[config.mk]
export PLATFORM = sky130hd
export DESIGN_NAME = cso_switch_ovr
export DESIGN_NICKNAME = d
export VERILOG_FILES = /design/src/rtl/cso_pkg.sv /design/src/rtl/cso_regfile.sv /design/src/rtl/cso_merge.sv /design/src/rtl/cso_rst_seq.sv /design/src/rtl/cso_switch_ovr.sv
export SDC_FILE = /design/constraint.sdc
export NUM_CORES = 1
export LEC_CHECK = 0
export CAP_MARGIN = 15
export CORE_ASPECT_RATIO = 0.8
export CORE_MARGIN = 1
export CORE_UTILIZATION = 45
export DETAILED_ROUTE_END_ITERATION = 6
export HOLD_SLACK_MARGIN = 0.1
export PLACE_DENSITY = 0.72
export RECOVER_POWER = 50
export SKIP_CTS_REPAIR_TIMING = 1
export SLEW_MARGIN = 20
export SYNTH_ARGS = -nofsm -noshare
export SYNTH_HDL_FRONTEND = slang
export SYNTH_HIERARCHICAL = 1
export SYNTH_SLANG_ARGS = --single-unit
[constraint.sdc]
create_clock -name clk -period 1.4 [get_ports clk]
set_clock_uncertainty 0.15 [all_clocks]
set_input_delay 0.14 -clock clk [delete_from_list [all_inputs] [get_ports clk]]
set_output_delay 0.14 -clock clk [all_outputs]
set_load 0.02 [all_outputs]
[src/rtl/cso_pkg.sv]
package cso_pkg;
    localparam int BYTE_W     = 8;
    localparam int OFS_ID     = 'h00;
    localparam int OFS_ARCH   = 'h01;
    localparam int OFS_FPGA   = 'h02;
    localparam int OFS_HRST   = 'h04;
    localparam int OFS_SPEED  = 'h07;
    localparam int OFS_SEQ    = 'h10;
    localparam int OFS_SWBASE = 'h20;
    localparam int CLK_SEL_W  = 3;

    typedef struct packed {
        logic [BYTE_W-1:0]    rdata;
        logic [2*CLK_SEL_W-1:0] speed;
    } top_state_t;
endpackage

[src/rtl/cso_regfile.sv]
module cso_regfile
    import cso_pkg::*;
#(
    parameter int NUM_SW = 8,
    parameter int AW     = 6
) (
    input  logic                     clk,
    input  logic                     rst_n,
    input  logic                     wr_en,
    input  logic [AW-1:0]            wr_addr,
    input  logic [BYTE_W-1:0]        wr_data,
    output logic [NUM_SW*BYTE_W-1:0] shadow_flat,
    output logic [NUM_SW*BYTE_W-1:0] enable_flat
);
    typedef struct packed {
        logic [NUM_SW-1:0][BYTE_W-1:0] sh;
        logic [NUM_SW-1:0][BYTE_W-1:0] en;
    } rf_state_t;

    rf_state_t rf_d, rf_q;
    logic [NUM_SW-1:0] hit_sh, hit_en;

    for (genvar g = 0; g < NUM_SW; g++) begin : g_dec
        assign hit_sh[g] = wr_en && (wr_addr == AW'(OFS_SWBASE + 2*g));
        assign hit_en[g] = wr_en && (wr_addr == AW'(OFS_SWBASE + 2*g + 1));
        assign shadow_flat[g*BYTE_W +: BYTE_W] = rf_q.sh[g];
        assign enable_flat[g*BYTE_W +: BYTE_W] = rf_q.en[g];
    end

    always_comb begin
        rf_d = rf_q;
        for (int i = 0; i < NUM_SW; i++) begin
            if (hit_sh[i]) rf_d.sh[i] = wr_data;
            if (hit_en[i]) rf_d.en[i] = wr_data;
        end
    end

    always_ff @(posedge clk or negedge rst_n) begin
        if (!rst_n) rf_q <= '0;
        else        rf_q <= rf_d;
    end
endmodule

[src/rtl/cso_merge.sv]
module cso_merge
    import cso_pkg::*;
#(
    parameter int NUM_SW = 8
) (
    input  logic [NUM_SW*BYTE_W-1:0] phys_flat,
    input  logic [NUM_SW*BYTE_W-1:0] shadow_flat,
    input  logic [NUM_SW*BYTE_W-1:0] enable_flat,
    output logic [NUM_SW*BYTE_W-1:0] live_flat
);
    for (genvar g = 0; g < NUM_SW; g++) begin : g_sw
        localparam int LO = g * BYTE_W;
        logic [BYTE_W-1:0] ph, sh, en;
        assign ph = phys_flat[LO +: BYTE_W];
        assign sh = shadow_flat[LO +: BYTE_W];
        assign en = enable_flat[LO +: BYTE_W];
        assign live_flat[LO +: BYTE_W] = (sh & en) | (ph & ~en);
    end
endmodule

[src/rtl/cso_rst_seq.sv]
module cso_rst_seq
    import cso_pkg::*;
#(
    parameter int NUM_SW = 8
) (
    input  logic                     clk,
    input  logic                     rst_n,
    input  logic                     hard_wr,
    input  logic                     seq_wr,
    input  logic                     seq_bit,
    input  logic [NUM_SW*BYTE_W-1:0] phys_flat,
    input  logic [NUM_SW*BYTE_W-1:0] live_flat,
    input  logic                     ack,
    output logic                     req,
    output logic                     use_ovr,
    output logic                     seq_ctl,
    output logic [NUM_SW*BYTE_W-1:0] cfg_out
);
    localparam int CW = NUM_SW * BYTE_W;

    typedef struct packed {
        logic          req;
        logic          use_ovr;
        logic          armed;
        logic          ctl;
        logic [CW-1:0] hold;
    } seq_state_t;

    seq_state_t s_d, s_q;

    always_comb begin
        s_d = s_q;
        if (seq_wr) begin
            s_d.ctl   = seq_bit;
            s_d.armed = !seq_bit;
        end
        if (s_q.req) begin
            if (ack) s_d.req = 1'b0;
        end else if (hard_wr) begin
            s_d.req     = 1'b1;
            s_d.use_ovr = 1'b0;
            s_d.hold    = phys_flat;
        end else if (seq_wr && seq_bit && s_q.armed) begin
            s_d.req     = 1'b1;
            s_d.use_ovr = 1'b1;
            s_d.hold    = live_flat;
        end
    end

    always_ff @(posedge clk or negedge rst_n) begin
        if (!rst_n) s_q <= '0;
        else        s_q <= s_d;
    end

    assign req     = s_q.req;
    assign use_ovr = s_q.use_ovr;
    assign seq_ctl = s_q.ctl;
    assign cfg_out = s_q.req ? s_q.hold : live_flat;
endmodule

[src/rtl/cso_switch_ovr.sv]
module cso_switch_ovr
    import cso_pkg::*;
#(
    parameter int          NUM_SW   = 8,
    parameter int          AW       = 6,
    parameter int          BOOT_SW  = 7,
    parameter logic [7:0]  BOARD_ID = 8'h4A,
    parameter logic [7:0]  ARCH_VER = 8'h02,
    parameter logic [7:0]  FPGA_VER = 8'h13
) (
    input  logic                     clk,
    input  logic                     rst_n,
    input  logic [AW-1:0]            bus_addr,
    input  logic                     bus_we,
    input  logic [7:0]               bus_wdata,
    output logic [7:0]               bus_rdata,
    input  logic [NUM_SW*8-1:0]      phys_sw,
    output logic [NUM_SW*8-1:0]      eff_cfg,
    output logic                     board_rst_req,
    output logic                     rst_use_ovr,
    input  logic                     rst_ack,
    output logic [2:0]               sys_clk_sel,
    output logic [2:0]               mem_clk_sel,
    output logic [1:0]               boot_vbank,
    output logic                     boot_emu
);
    localparam int CW      = NUM_SW * BYTE_W;
    localparam int BOOT_HI = BOOT_SW * BYTE_W - 1;

    logic [CW-1:0] shadow_flat, enable_flat, live_flat;
    logic          hard_wr, seq_wr, seq_ctl;
    logic [3:0]    boot_field;
    top_state_t    t_d, t_q;

    assign hard_wr = bus_we && (bus_addr == AW'(OFS_HRST));
    assign seq_wr  = bus_we && (bus_addr == AW'(OFS_SEQ));

    cso_regfile #(.NUM_SW(NUM_SW), .AW(AW)) regs_i (
        .clk         (clk),
        .rst_n       (rst_n),
        .wr_en       (bus_we),
        .wr_addr     (bus_addr),
        .wr_data     (bus_wdata),
        .shadow_flat (shadow_flat),
        .enable_flat (enable_flat)
    );

    cso_merge #(.NUM_SW(NUM_SW)) merge_i (
        .phys_flat   (phys_sw),
        .shadow_flat (shadow_flat),
        .enable_flat (enable_flat),
        .live_flat   (live_flat)
    );

    cso_rst_seq #(.NUM_SW(NUM_SW)) seq_i (
        .clk       (clk),
        .rst_n     (rst_n),
        .hard_wr   (hard_wr),
        .seq_wr    (seq_wr),
        .seq_bit   (bus_wdata[0]),
        .phys_flat (phys_sw),
        .live_flat (live_flat),
        .ack       (rst_ack),
        .req       (board_rst_req),
        .use_ovr   (rst_use_ovr),
        .seq_ctl   (seq_ctl),
        .cfg_out   (eff_cfg)
    );

    always_comb begin
        t_d       = t_q;
        t_d.rdata = '0;
        if (bus_we && bus_addr == AW'(OFS_SPEED))
            t_d.speed = bus_wdata[2*CLK_SEL_W-1:0];
        if      (bus_addr == AW'(OFS_ID))    t_d.rdata = BOARD_ID;
        else if (bus_addr == AW'(OFS_ARCH))  t_d.rdata = ARCH_VER;
        else if (bus_addr == AW'(OFS_FPGA))  t_d.rdata = FPGA_VER;
        else if (bus_addr == AW'(OFS_SPEED)) t_d.rdata = {2'b00, t_q.speed};
        else if (bus_addr == AW'(OFS_SEQ))   t_d.rdata = {7'd0, seq_ctl};
        for (int i = 0; i < NUM_SW; i++) begin
            if (bus_addr == AW'(OFS_SWBASE + 2*i))
                t_d.rdata = shadow_flat[i*BYTE_W +: BYTE_W];
            if (bus_addr == AW'(OFS_SWBASE + 2*i + 1))
                t_d.rdata = enable_flat[i*BYTE_W +: BYTE_W];
        end
    end

    always_ff @(posedge clk or negedge rst_n) begin
        if (!rst_n) t_q <= '0;
        else        t_q <= t_d;
    end

    assign bus_rdata   = t_q.rdata;
    assign sys_clk_sel = t_q.speed[CLK_SEL_W-1:0];
    assign mem_clk_sel = t_q.speed[2*CLK_SEL_W-1:CLK_SEL_W];
    assign boot_field  = eff_cfg[BOOT_HI -: 4];
    assign boot_emu    = boot_field[3];
    assign boot_vbank  = boot_field[1:0];
endmodule

Yosys cells after proc, flatten, opt, wreduce, memory -nomap -nowiden
Cells that the tools add are included.
{"block": "classes", "n_reduce_logical": 25, "bitwise": 33, "n_mux": 28, "eq_ne": 21}
{"cell": "two-way mux 64 bit", "count": 3}
{"cell": "AND 8 bit", "count": 16}
{"cell": "two-way mux 8 bit", "count": 16}
{"cell": "== test 6 bit (second input constant)", "count": 16}
{"cell": "NOT 8 bit", "count": 8}
{"cell": "OR 8 bit", "count": 8}
{"cell": "logical AND 1 bit", "count": 21}
{"cell": "two-way mux 6 bit", "count": 3}
{"cell": "== test 6 x 3 -> 1 bit (second input constant)", "count": 2}
{"cell": "two-way mux 7 bit", "count": 1}
{"cell": "== test 6 x 1 -> 1 bit (second input constant)", "count": 1}
{"cell": "== test 6 x 2 -> 1 bit (second input constant)", "count": 1}
{"cell": "== test 6 x 5 -> 1 bit (second input constant)", "count": 1}
{"cell": "zero test 6 bit", "count": 1}
{"cell": "two-way mux 2 bit", "count": 2}
{"cell": "two-way mux 1 bit", "count": 3}
{"cell": "AND reduction 2 bit", "count": 1}
{"cell": "nonzero test 2 bit", "count": 1}
{"cell": "zero test 1 bit", "count": 1}
{"cell": "NOT 1 bit", "count": 1}
{"block": "word_totals", "out_inout_bits": 83, "in_bits": 82, "reg_bits": 210}

Logic depth before layout (Yosys ltp)
Gate-level depths: netlist of run 1.
{"block": "depth", "ltp_word": 22, "mapped_depth": 9}

By module
Netlist of run 1, hierarchy kept.
{"mod": "cso_regfile", "cells_per_inst": 297, "n_inst": 1, "area_per_inst_um2": 4901.0}
{"mod": "cso_rst_seq", "cells_per_inst": 291, "n_inst": 1, "area_per_inst_um2": 4332.9}
{"mod": "cso_switch_ovr", "cells_per_inst": 298, "n_inst": 1, "area_per_inst_um2": 2264.7}
{"mod": "cso_merge", "cells_per_inst": 64, "n_inst": 1, "area_per_inst_um2": 960.9}

Least setup slack after synthesis of run 1
Ideal clock, no wire load.
{"block": "synth_path", "path_kind": "input-to-reg", "start": "in bus_addr[3]", "end": "reg seq_i/s_q[0] (netlist bit)", "stages": 6, "required_time_ps": 1125, "path_buffers": 2, "path_slack_ps": -779, "setup_ps": 125, "arrival_ps": 1904, "cell_sequence": "buf_2 > nor4b_1 > and3_1 > clkbuf_1 > mux2_2 > mux2_2"}
{"element": "from (decl)", "line_no": "cso_switch_ovr.sv:13", "rtl": "input logic [AW-1:0] bus_addr,"}
{"element": "== test 6 x 3 -> 1 bit *", "line_no": "cso_switch_ovr.sv:35", "rtl": "assign hard_wr = bus_we && (bus_addr == AW'(OFS_HRST));"}
{"element": "logical AND 1 bit *", "line_no": "cso_switch_ovr.sv:35"}
{"element": "via hard_wr", "line_no": "cso_switch_ovr.sv:31", "rtl": "logic hard_wr, seq_wr, seq_ctl;"}
{"element": "nonzero test 2 bit (no source line)"}
{"element": "AND reduction 2 bit (no source line)"}
{"element": "to (signal assigned)", "line_no": "cso_rst_seq.sv:51", "rtl": "if (!rst_n) s_q <= '0;"}
{"element": "to (signal assigned)", "line_no": "cso_rst_seq.sv:52", "rtl": "else s_q <= s_d;"}
{"element": "to (decl)", "line_no": "cso_rst_seq.sv:29", "rtl": "seq_state_t s_d, s_q;"}
Mark *: on every way through the listed nets, which the timed path passes. The rest lies on a longest branch.
A chain may end at the register's enable or synchronous reset.

Worst setup path in the final report of run 1
{"block": "layout_path", "start": "reg seq_i.s_q, in the netlist seq_i/req", "end": "out eff_cfg[23]"}
{"block": "layout_via", "elab_chain_cells": 1}
{"element": "two-way mux 64 bit", "line_no": "cso_rst_seq.sv:58", "rtl": "assign cfg_out = s_q.req ? s_q.hold : live_flat;"}
{"element": "to (decl)", "line_no": "cso_switch_ovr.sv:18", "rtl": "output logic [NUM_SW*8-1:0] eff_cfg,"}
Every way passes these cells.

==> impl_metrics.toml, run 1 <==
[critical_path]
cp_max_fo = 6
critPathLaunchType = "flip-flop"
r2r_start = "seq_i/req"
r2r_cells = 7
critPathLaunch = "seq_i/req"
endpoint_kind = "output pin"
crit_arrival_ns = 1.82
critical_path_class = "flip-flop to output pin"
worst_ep_required_time_ns = 1.11

[global_route]
antenna_found_initial = 1
grt_pass1_wl_um = 59100
grt_start_max_net_pins = 38
grt_util_all_layers_pct = 27.1
grt_overflow = 0
grt_pass1_vias = 10066

[layout]
areaGrowthSynthToFinish_pct = 47.2
drive_above_1_share_pct = 64.4
nets = 1484
final_common_cell = "buf_4"
antennaDiodeCount = 0
final_core_util_pct = 67.4
final_area_mm2 = 0.0183
most-common-layout-cells = "buf_4, mux2_2, dfrtp_1"

[routing]
vias = 9960
drt-total-wl_um = 41500
drt_pass1_iterations = 7
avgRoutedWirePerCell_um = 23.3
vias_per_cell = 5.60
remaining_drc_errors = 1
drt_iter0_drc = 709
drtAntennaViolNets = 0

[placement]
dp_hpwl_um = 28300
place_area_mm2 = 0.0169
io_buffers = 164
place.gp.congestion = 0.943

[sta]
setup_ws_ns = -0.708
rsz0062_at_grt = "yes"
worst_slew_pin_slew_ns = 0.644
hold_viol_final = 0
setup_violations = 149
max_slew_margin_pct = 57.0
finalMaxSlewViolations = 0
finalCritPeriodShare_pct = 151
period_needed_ns = 2.11
fmax_ghz = 0.474

[cts]
cts_buffers = 23
clockBufferDepth = 3
clk_pin_slew_ns = 0.07
ctsHtreeMaxLevel = 1
cts_tree = "done"
cts_root_buf = "clkbuf_16"
cts.sinks = 210
clk_latency_ns = 0.53

[synthesis]
syn_nets = 1032
synth_edf_count = 0
yosys_register_bits = 210
synth_top_area_share_pct = 42.2
ys_seq_area_share_pct = 42.2
avgSynthCellArea_um2 = 13.1
syn_inst = 950
ys_types = 64
ys_async_sr_fraction_pct = 100
synth_largest_area_cell = "dfrtp_1"
yosys_warnings = 6
syn_area_mm2 = 0.0125
yosys-top-cells-area = "dfrtp_1, mux2_2, mux2_4"
synth-main-ff-cell = "dfrtp_1"

[floorplan]
num_io_pins = 165
die_w_um = 188
die_area_mm2 = 0.0284
rows = 54
fp.coreArea_mm2 = 0.0272
die_height_um = 151
start_util_pct = 45.8

[job]
cap_violations = 0

[min_path]
hold_path_class = "input port to async pin"

[pwr]
power.density_mw_per_mm2 = 1080
p_total_mw = 19.8
vdd_drop_max_mv = 0.820
leakage_nw = 8.79

[status]
violations = "DRC, setup timing"
status = "finished, violations left"
[area by class of cell]
type / count / area [µm²]
Tap cell: 364 / 455
Fill cell: 1947 / 8890
Inverter: 10 / 37.5
Clock inverter: 5 / 50.0
Clock buffer: 33 / 663
Sequential cell: 210 / 5260
Multi-Input combinational cell: 662 / 7220
Timing Repair Buffer: 495 / 4650
[per-layer routing]
| metal | up-vias | wire, µm | track usage, % |
|---|---|---|---|
| met4 | 2 | 843 | 5.98 |
| met3 | 65 | 2790 | 4.54 |
| met2 | 373 | 18800 | 42.1 |
| met1 | 5080 | 19000 | 39.6 |
| met5 | - | 13 | 0 |
| li1 | 4440 | - | - |
[final timing paths]
check | slack, ns | to
max reg2reg | -0.54 | seq_i/s_q[27]
min | 0.08 | regs_i/shadow_flat[22]
min in group clk | 0.14 | seq_i/s_q[65]
max | -0.71 | eff_cfg[23]
max in group asynchronous | 0.06 | regs_i/shadow_flat[48]
min reg2reg | 0.36 | seq_i/s_q[7]
[critical path: stages, from the launching register on]
cell and delay, ns:
dfrtp_4 0.51, buf_12 0.17, clkbuf_16 0.17, mux2_4 0.31, buf_6 0.13
[cells by family (layout without fill, tap and decap cells)]
| kind of cell | Yosys count | in the layout | synth area share (%) |
|---|---|---|---|
| AO/OA/AOI/OAI | 112 | 112 | 6.14 |
| XOR/XNOR | 1 | 1 | 0.0703 |
| AND/OR/NAND/NOR | 127 | 127 | 5.55 |
| flip-flops | 210 | 210 | 42.2 |
| multiplexers | 422 | 422 | 42.2 |
| buffers and inverters | 78 | 543 | 3.90 |
[cells in the mapped netlist (3+ instances only)]
cell,instances
buf_1,4
mux2_4,121
mux4_2,6
nand2b_1,5
and3_1,6
buf_6,7
a31o_2,3
nor2_1,30
buf_12,5
o22ai_1,10
a211oi_1,6
o31ai_1,3
a32o_1,3
and3b_1,3
o221ai_1,6
a22oi_1,6
nor3_1,6
clkbuf_1,23
mux2_2,279
buf_2,20
a221oi_1,3
a21oi_1,21
nor2b_1,5
inv_1,9
nand3_1,15
mux2i_1,16
buf_4,9
o211ai_1,6
o21ai_0,23
a31oi_1,4
nand2_1,36
dfrtp_1,210
[power breakdown]
part           leakage (nW)  switching, mW  internal (mW)  total [mW]
Sequential             2.78          0.684           6.98        7.66
Clock                 0.355           2.55           3.44        5.99
Combinational          5.66           2.42           3.75        6.17
Total                  8.79           5.66           14.2        19.8
[stage by stage]
stage                     hold slack [ns]  instances  TNS (ns)  setup slack (ns)
after global placement            -0.0288       1706   -237.58             -1.16
after CTS                          -0.574       1744   -171.40             -1.12
after global routing                0.101       1779    -86.33            -0.735
after floorplan                    -0.306        950    -34.09            -0.498
after detailed placement          -0.0292       1706   -243.22             -1.18
final                              0.0783       1779    -79.72            -0.708
[sequential cells by signal, summed over array words and instances (netlist names)]
signal	count
seq_i/use_ovr	1
regs_i/enable_flat	64
seq_i/req	1
seq_i/seq_ctl	1
seq_i/s_q	65
sys_clk_sel	3
regs_i/shadow_flat	64
mem_clk_sel	3
bus_rdata	8
(Power assumes the default switching activity.)
==> inputs of run 2 (changes only) <==
Settings changed: CELL_PAD_IN_SITES_DETAIL_PLACEMENT set to 1, CELL_PAD_IN_SITES_GLOBAL_PLACEMENT set to 1, CORE_UTILIZATION 45 to 41, PLACE_DENSITY 0.72 to 0.79, SLEW_MARGIN 20 to unset.
==> impl_metrics.toml, run 2 (same netlist as run 1, synthesis figures left out) <==
[floorplan]
die_area_mm2 = 0.0311
rows = 56
die_w_um = 197
fp.coreArea_mm2 = 0.0296
start_util_pct = 42.1
num_io_pins = 165
die_height_um = 158

[placement]
dp_hpwl_um = 31500
place.gp.congestion = 0.919
io_buffers = 164
dp_slack_ns = -1.24

[layout]
final_core_util_pct = 64.6
largest-register = "seq_i/s_q"
areaGrowthSynthToFinish_pct = 53.4
largest_reg_flops = 65
final_common_cell = "buf_4"
drive_above_1_share_pct = 66.1
nets = 1494
antennaDiodeCount = 0
most-common-layout-cells = "buf_4, mux2_2, dfrtp_1"

[critical_path]
r2r_start = "seq_i/req"
worstPathCellList = "buf_6, clkbuf_16, mux2_4, buf_4"
critical_path_class = "flip-flop to output pin"
critPathLaunch = "seq_i/req"
crit_arrival_ns = 1.87
endpoint_kind = "output pin"
slowest_delay_ns = 0.52
cp_max_fo = 7
worst_ep_required_time_ns = 1.11
critPathLaunchType = "flip-flop"
slowest_stage = "dfrtp_4"

[min_path]
worstHoldStart = "bus_we"
hold_path_class = "input port to flip-flop"

[global_route]
grt_start_max_net_pins = 42
antenna_found_initial = 0
grt_pass1_wl_um = 67400
grt_pass1_vias = 11017
grt_util_all_layers_pct = 28.4
grt_overflow = 0

[cts]
ctsHtreeMaxLevel = 1
clk_latency_ns = 0.53
cts.sinks = 210
cts_root_buf = "clkbuf_16"
clockBufferDepth = 3
cts_tree = "done"
cts_buffers = 24
clk_pin_slew_ns = 0.07

[sta]
worst_slew_pin_slew_ns = 1.11
fin_setup_tns_ns = -97.45
finalMaxSlewViolations = 0
setup_ws_ns = -0.758
fmax_ghz = 0.463
rsz0062_at_grt = "yes"
finalCritPeriodShare_pct = 154
max_slew_margin_pct = 25.7
period_needed_ns = 2.16
hold_viol_final = 0
setup_violations = 250

[job]
cap_violations = 0

[routing]
vias_per_cell = 5.95
remaining_drc_errors = 0
avgRoutedWirePerCell_um = 31.0
drt_iter0_drc = 955
vias = 10908
drt_pass1_iterations = 5
drtAntennaViolNets = 0
drt-total-wl_um = 56900

[pwr]
power.density_mw_per_mm2 = 1120
leakage_nw = 9.05
vdd_drop_max_mv = 0.774

[status]
violations = "setup timing"
status = "finished, violations left"
## run 2: final timing paths
kind / depth (start not counted) / end / slack [ns]
max: 4 / eff_cfg[52] / -0.76
min: 4 / mem_clk_sel[0] / 0.12
max reg2reg: 7 / seq_i/s_q[15] / -0.70
min reg2reg: 1 / seq_i/s_q[60] / 0.37
max in group asynchronous: 3 / seq_i/s_q[37] / -0.03
min in group asynchronous: 2 / seq_i/s_q[23] / 0.23
## run 2: power breakdown
group	switching, mW	internal (mW)	total [mW]	leakage [nW]
clock network	2.85	3.83	6.68	0.386
registers	0.800	6.98	7.78	2.78
logic	2.89	3.99	6.88	5.89
## run 2: metal layers
layer	track usage, %	part of all wire [%]
met5	0	0
met4	7.49	5.0
met3	3.81	6.9
met2	45.7	47
met1	40.2	41
## run 2: final cells by class
cell class / instances / area [µm²]
Fill cell: 2877 / 10500
Multi-Input combinational cell: 662 / 7350
Sequential cell: 210 / 5260
Timing Repair Buffer: 504 / 5170
Clock buffer: 33 / 696
Tap cell: 406 / 508
Clock inverter: 8 / 95.1
Inverter: 10 / 40.0
## run 2: worst max-delay path: cells and delay by family, from the launching register on
kind / cells / cell delay (ns)
DFF: 1 / 0.52
buffers and inverters: 3 / 0.49
muxes: 1 / 0.32
## run 2: metrics by stage
step | hold WS, ns | std cells | instance area, µm² | power [mW]
detailed placement | -0.0600 | 1734 | 16800 | 13.7
floorplan | -0.306 | 950 | 12900 | 10.6
finish | 0.124 | 1833 | 19100 | 21.3
global route | 0.122 | 1833 | 19100 | 21.9
CTS | -0.613 | 1775 | 17600 | 20.4
global placement | -0.0635 | 1734 | 16800 | 13.5
==> inputs of run 3 (changes only) <==
Settings changed: CAP_MARGIN 15 to 25.
==> results of run 3 <==
Same layout as run 2: the final DEF is identical, and so are final timing and power.
